$ cat config.mk
export PLATFORM = sky130hd
export DESIGN_NAME = regionWriteGate
export DESIGN_NICKNAME = d
export VERILOG_FILES = /design/src/rtl/wgPkg.sv /design/src/rtl/wgControl.sv /design/src/rtl/wgDatapath.sv /design/src/rtl/regionWriteGate.sv
export SDC_FILE = /design/constraint.sdc
export NUM_CORES = 1
export LEC_CHECK = 0
export ABC_AREA = 1
export BUFFER_PORTS_ARGS = -buffer_cell sky130_fd_sc_hd__buf_2
export CORE_AREA = 2 2 45 47
export DETAILED_ROUTE_END_ITERATION = 6
export DIE_AREA = 0 0 47 49
export HOLD_SLACK_MARGIN = 0.15
export PLACE_DENSITY = 0.88
export SLEW_MARGIN = 20
export SYNTH_ARGS = -nofsm -noshare
export SYNTH_HDL_FRONTEND = slang
export SYNTH_SLANG_ARGS = --single-unit
$ cat constraint.sdc
create_clock -name clk -period 1.5 [get_ports clk]
set_input_delay 0.075 -clock clk [delete_from_list [all_inputs] [get_ports clk]]
set_output_delay 0.075 -clock clk [all_outputs]
set_load 0.005 [all_outputs]
$ cat src/rtl/wgPkg.sv
`timescale 1ns/1ps
package wgPkg;
  localparam int SECT_CNT   = 4;
  localparam int OVR_CNT    = SECT_CNT + 1;   // sectors + EEPROM
  localparam int REGION_CNT = SECT_CNT + 2;   // + boot
  localparam int EE_IDX     = SECT_CNT;
  localparam int BOOT_IDX   = SECT_CNT + 1;

  typedef struct packed {
    logic [REGION_CNT-1:0] nvClr;   // program non-volatile bit to 0
    logic [OVR_CNT-1:0]    ovrSet;  // raise volatile override
    logic [OVR_CNT-1:0]    ovrClr;  // withdraw volatile override
    logic                  bypass;  // test-mode bypass of all protection
  } wgStrobes_t;
endpackage

$ cat src/rtl/wgControl.sv
`timescale 1ns/1ps
module wgControl
  import wgPkg::*;
(
  input  logic       setProt,
  input  logic [7:0] setData,
  input  logic       testMode,
  input  logic [1:0] lockStatus,
  output wgStrobes_t stb
);
  logic unusedDataHi;
  assign unusedDataHi = ^setData[7:6];

  always_comb begin
    stb.nvClr  = {REGION_CNT{setProt}} & ~setData[REGION_CNT-1:0];
    stb.ovrSet = {OVR_CNT{setProt}}    &  setData[OVR_CNT-1:0];
    stb.ovrClr = {OVR_CNT{setProt}}    & ~setData[OVR_CNT-1:0];
    stb.bypass = testMode & (lockStatus[1] | ~lockStatus[0]);
  end
endmodule

$ cat src/rtl/wgDatapath.sv
`timescale 1ns/1ps
module wgDatapath
  import wgPkg::*;
#(
  parameter int ADDR_W = 24,
  parameter logic [REGION_CNT*ADDR_W-1:0] REGION_LO = '0,
  parameter logic [REGION_CNT*ADDR_W-1:0] REGION_HI = '0
) (
  input  logic                  clk,
  input  logic                  rstN,
  input  logic                  porN,
  input  wgStrobes_t            stb,
  input  logic                  wrReq,
  input  logic [ADDR_W-1:0]     wrAddr,
  output logic                  writeGrant,
  output logic                  writeDeny,
  output logic [REGION_CNT-1:0] effOpen
);
  logic [REGION_CNT-1:0] nvBits;
  logic [OVR_CNT-1:0]    ovrBits;
  logic [REGION_CNT-1:0] hit;
  logic [REGION_CNT-1:0] closed;
  logic                  blocked;

  always_ff @(posedge clk or negedge porN) begin
    if (!porN) nvBits <= '1;
    else       nvBits <= nvBits & ~stb.nvClr;
  end

  always_ff @(posedge clk or negedge rstN) begin
    if (!rstN) ovrBits <= '0;
    else       ovrBits <= (ovrBits | stb.ovrSet) & ~stb.ovrClr;
  end

  for (genvar i = 0; i < REGION_CNT; i++) begin : g_region
    localparam logic [ADDR_W-1:0] LO = REGION_LO[i*ADDR_W +: ADDR_W];
    localparam logic [ADDR_W-1:0] HI = REGION_HI[i*ADDR_W +: ADDR_W];
    assign hit[i] = (wrAddr >= LO) && (wrAddr <= HI);
    if (i == BOOT_IDX) begin : g_boot
      assign closed[i] = ~nvBits[i];
    end else begin : g_ovr
      assign closed[i] = ~nvBits[i] & ~ovrBits[i];
    end
  end

  assign effOpen = ~closed;
  assign blocked = (|(hit & closed)) & ~stb.bypass;

  always_ff @(posedge clk or negedge rstN) begin
    if (!rstN) begin
      writeGrant <= 1'b0;
      writeDeny  <= 1'b0;
    end else begin
      writeGrant <= wrReq & ~blocked;
      writeDeny  <= wrReq &  blocked;
    end
  end
endmodule

$ cat src/rtl/regionWriteGate.sv
`timescale 1ns/1ps
module regionWriteGate
  import wgPkg::*;
#(
  parameter int ADDR_W = 24,
  // per region, lowest index first: sector0..3, EEPROM, boot
  parameter logic [REGION_CNT*ADDR_W-1:0] REGION_LO =
    {24'h230000, 24'h220000, 24'h030000, 24'h020000, 24'h010000, 24'h000000},
  parameter logic [REGION_CNT*ADDR_W-1:0] REGION_HI =
    {24'h231FFF, 24'h2203FF, 24'h03FFFF, 24'h02FFFF, 24'h01FFFF, 24'h00FFFF}
) (
  input  logic              clk,
  input  logic              rstN,
  input  logic              porN,
  input  logic              wrReq,
  input  logic [ADDR_W-1:0] wrAddr,
  input  logic              setProt,
  input  logic [7:0]        setData,
  input  logic              testMode,
  input  logic [1:0]        lockStatus,
  output logic              writeGrant,
  output logic              writeDeny,
  output logic [7:0]        protReg
);
  wgStrobes_t            stb;
  logic [REGION_CNT-1:0] effOpen;

  wgControl u_ctrl (
    .setProt(setProt), .setData(setData), .testMode(testMode),
    .lockStatus(lockStatus), .stb(stb)
  );

  wgDatapath #(.ADDR_W(ADDR_W), .REGION_LO(REGION_LO), .REGION_HI(REGION_HI)) u_dp (
    .clk(clk), .rstN(rstN), .porN(porN), .stb(stb), .wrReq(wrReq),
    .wrAddr(wrAddr), .writeGrant(writeGrant), .writeDeny(writeDeny),
    .effOpen(effOpen)
  );

  assign protReg = {lockStatus, effOpen};
endmodule

After elaboration in Yosys (flattened, before gate mapping)
Index checks and enable logic that the tools add are counted.
{"block": "totals", "in_bits": 40, "reg_bits": 13, "out_inout_bits": 10, "wordCells": 59}
{"block": "op_classes", "bitwise": 36, "reduce_logical": 7, "n_lt_le_gt_ge": 12}
{"op": "24-bit by 18-bit >= comparator with 1-bit output, second input constant", "n": 2}
{"op": "24-bit by 22-bit >= comparator with 1-bit output, second input constant", "n": 2}
{"op": "24-bit by 18-bit less-or-equal comparator with 1-bit output, second input constant", "n": 2}
{"op": "24-bit by 22-bit less-or-equal comparator with 1-bit output, second input constant", "n": 2}
{"op": "24-bit by 1-bit >= comparator with 1-bit output, second input constant", "n": 1}
{"op": "24-bit by 17-bit >= comparator with 1-bit output, second input constant", "n": 1}
{"op": "24-bit by 16-bit less-or-equal comparator with 1-bit output, second input constant", "n": 1}
{"op": "24-bit by 17-bit less-or-equal comparator with 1-bit output, second input constant", "n": 1}
{"op": "6-bit AND", "n": 3}
{"op": "6-bit inverter", "n": 3}
{"op": "5-bit AND", "n": 3}
{"op": "1-bit inverter", "n": 14}
{"op": "5-bit inverter", "n": 2}
{"op": "1-bit AND", "n": 9}
{"op": "1-bit logical AND", "n": 6}
{"op": "6-bit OR reduction", "n": 1}
{"op": "5-bit bitwise OR", "n": 1}
{"op": "1-bit bitwise OR", "n": 1}

Depth between registers and ports, before layout
{"block": "depth", "word_depth": 7, "ltp_mapped": 8, "mapped_depth_nobuf": 8}

Cells and area by module
From an unflattened synthesis, not the netlist that was laid out.
{"block": "unflattened", "cells_unflattened": 130, "hier_area_um2": 844.6}
{"mod": "wgDatapath", "cells_per_inst": 103, "seq_area_each_um2": 332.8, "n_inst": 1, "area_per_inst_um2": 715.7}
{"mod": "wgControl", "cells_per_inst": 25, "seq_area_each_um2": 0.0, "n_inst": 1, "area_per_inst_um2": 113.9}
{"mod": "regionWriteGate", "cells_per_inst": 2, "seq_area_each_um2": 0.0, "n_inst": 1, "area_per_inst_um2": 15.0}

Worst setup path after synthesis
Ideal clock, no wire load.
{"block": "synth_path", "kind": "reg-to-reg", "from": "register u_dp.nvBits[2]", "to": "register u_dp.writeDeny", "path_buffers": 0, "required_ps": 1385, "path_slack_ps": 489, "arrival_time_ps": 896, "stages_incl_launch_ff": 8, "path_cell_list": "dfstp_2 > nor2_1 > nor2_1 > nor2_1 > nand3_2 > nand3_2 > nand2_2 > nor2_2"}
{"block": "synth_between", "elab_chain_len": 6}
{"element": "from (decl)", "line": "wgDatapath.sv:19", "text": "logic [REGION_CNT-1:0] nvBits;"}
{"element": "from (signal assigned)", "line": "wgDatapath.sv:27", "text": "else nvBits <= nvBits & ~stb.nvClr;"}
{"element": "1-bit inverter", "line": "wgDatapath.sv:42", "text": "assign closed[i] = ~nvBits[i] & ~ovrBits[i];"}
{"element": "1-bit AND", "line": "wgDatapath.sv:42"}
{"element": "6-bit AND", "line": "wgDatapath.sv:47", "text": "assign blocked = (|(hit & closed)) & ~stb.bypass;"}
{"element": "6-bit OR reduction", "line": "wgDatapath.sv:47"}
{"element": "1-bit AND", "line": "wgDatapath.sv:47"}
{"element": "1-bit AND", "line": "wgDatapath.sv:55", "text": "writeDeny <= wrReq & blocked;"}
{"element": "to (signal assigned)", "line": "wgDatapath.sv:55"}
{"element": "to (decl)", "line": "wgDatapath.sv:16", "text": "output logic writeDeny,"}
No other way between the ends.

Worst setup path after layout
{"block": "layout_path", "from": "register u_dp.nvBits[2]", "to": "register u_dp.nvBits[2]"}
{"block": "layout_between", "elab_chain_len": 1}
{"element": "6-bit AND", "line": "wgDatapath.sv:27"}
No other way between the ends.

==> results.toml <==
[floorplan]
rows = 16
dieArea_um2 = 2300
fp.dieW_um = 47
die_y_um = 49
io_pins = 50
core_area_um2 = 1840
start_util_pct = 37.0

[route]
drt_iter0_drc = 11
first_pass_iters = 4
drt_wl_total_mm = 1.78
vias = 762
viasPerCell = 4.35
wire_per_inst_um = 10.2
antenna_left = 0
drc = 0

[layout]
nFillCells = 167
final_core_util_pct = 60.1
seqCellArea_um2 = 333
final_common_cell = "buf_2"
area_growth_pct = 62.5
mostFrequentLayoutCells = "buf_2 (36), nor2_1 (27), inv_1 (18)"
post_route_cells_drive_above_1_share_pct = 39.2
nets = 189
antenna_cells = 0
multiInputGateArea_um2 = 264

[synthesis]
yosysSeqAreaShare_pct = 48.9
synthMuxAreaShare_pct = 0
yosys.area.top_type_share_pct = 25.7
synth_cells = 91
synth_area_um2 = 681
synth_compound_area_share_pct = 6.25
synth_fa_ha_area_share_pct = 0
syn_area_per_cell_um2 = 7.48
synth.distinct_cells = 15
yosys.area.top_type = "dfrtp_1"
ys_ff_latch = 13
netlist_top_cells_area = "dfrtp_1 (26%), dfstp_2 (23%), nor2_1 (16%)"
syn_nets = 131
synthXorXnorAreaFrac_pct = 0
yosys.area_share.simple_pct = 31.1
synth_warnings = 0
synth_top_family_by_area = "simple AND/OR/NAND/NOR gates"

[clocking]
cts_num_sinks = 13
clkTransAtPathRegs_ns = 0.08
cts_max_level = 1
clk_latency_ns = 0.28
cts_max_path_buffers = 2
cts_tree = "done"
ctsRootBufferMaster = "clkbuf_4"
cts_buffers = 3

[flow_run]
cap_violations = 0

[power_and_ir_drop]
powerDensity_nw_per_um2 = 682
p_leak_uw = 0.000596
vdd_drop_max_mv = 0.543
power_uw = 754

[place]
dp_hpwl_mm = 1.30
routabilityCongestion = 0.744
io_buffers = 37

[timing]
fmax_mhz = 759
rsz0062_at_grt = "false"
max-slew-margin-rel_pct = 81.1
whs_ns = 0.155
slew_viol_final = 0
setup_viol = 0
fin_setup_tns_ns = 0
fin_worst_skew_ns = 0.00253
min_period_over_period_pct = 87.9
period_needed_ns = 1.32
tightestPinTransition_ns = 0.280
hold_violations = 0

[setup_path]
path_cells = "a21boi_0, dlygate4sd3_1"
cpMaxStageDelayCell = "dlygate4sd3_1"
cp.buffers_inverters = 1
cp_slowest_stage_delay_ns = 0.57
crit_arrival_ns = 1.54
crit_fanout = 2
crit_family = "buffers and inverters"
path_class = "reg2reg"
worstPathRequired_ns = 1.72
cp-start-kind = "flip-flop"
critPathCaptureType = "flip-flop"

[status]
status = "completed"

[hold_path]
min_path_type = "in2reg"

[global_routing]
grt_busiest_layer = "met2"
first_global_vias = 703
grt.met1_usage_pct = 16.0
grtUsageMet2_pct = 29.9
grt_max_degree = 9
antenna_found_initial = 0
grt_pass1_wl_mm = 2.67
grt_util_met3_pct = 4.44
grt_overflow = 0
track_usage_pct = 16.6
-- cell families after synthesis --
group,count (synthesis)
AND/OR/NAND/NOR,49
AO/OA/AOI/OAI,7
buffers and inverters,22
flip-flops,13
-- worst paths after layout --
kind,from,to,slack (ns),cells past startpoint
worst max-delay path,u_dp.nvBits[2],u_dp.nvBits[2],0.18,2
worst min-delay path,lockStatus[1],u_dp.writeDeny,0.16,4
worst max register to register,u_dp.nvBits[2],u_dp.nvBits[2],0.18,2
worst min register to register,u_dp.nvBits[3],u_dp.nvBits[3],0.44,2
max in group asynchronous,porN,u_dp.nvBits[4],1.10,2
min in group asynchronous,rstN,u_dp.writeDeny,0.17,2
-- area by class of cell --
class                   count  share of cell area (%)
clock buffers               4                    2.38
inverters                  19                    6.79
multi-input cells          56                    23.9
well taps                  27                    3.05
flip-flops and latches     13                    30.1
repair buffers             56                    33.8
-- through the flow --
stage / instances / cell area (um^2) / setup WS (ns)
2_1_floorplan: 91 / 681 / 0.489
3_3_place_gp: 152 / 877 / 0.439
3_5_place_dp: 152 / 877 / 0.379
4_1_cts: 171 / 1050 / 0.0397
5_1_grt: 175 / 1110 / 0.131
6_report: 175 / 1110 / 0.182
-- worst reg2reg max path: stages, from the launching register on --
cell           delay (ns)
dfstp_2              0.53
a21boi_0             0.16
dlygate4sd3_1        0.57
-- power by group --
part | internal [uW] | switching, uW | total (uW)
clock network | 103 | 114 | 217
registers | 365 | 7.31 | 372
logic | 90.1 | 75.3 | 165
-- repair_timing --
item	4_1_cts	5_1_grt
gates resized for setup	0	8
hold endpoints to repair	26	0
hold buffers	15	0
setup endpoints to repair	0	2
buffers inserted	0	4
-- routing by layer --
| layer | routed length [um] | vias up | part of all wire, % |
|---|---|---|---|
| li1 | - | 378 | - |
| met1 | 649 | 346 | 37 |
| met2 | 939 | 34 | 53 |
| met3 | 139 | 4 | 7.8 |
| met4 | 49 | 0 | 2.8 |
| met5 | 0 | - | 0 |
-- cells in the mapped netlist --
library cell  count
a21boi_0          2
a21oi_1           1
buf_4             3
dfrtp_1           7
dfstp_2           6
inv_1            19
nand2_1          12
nand2_2           1
nand3_1           3
nand3_2           2
nor2_1           29
nor2_2            1
nor3_2            1
o21a_1            1
o21ai_0           3
No activity file was read; power rests on OpenSTA's default activity.
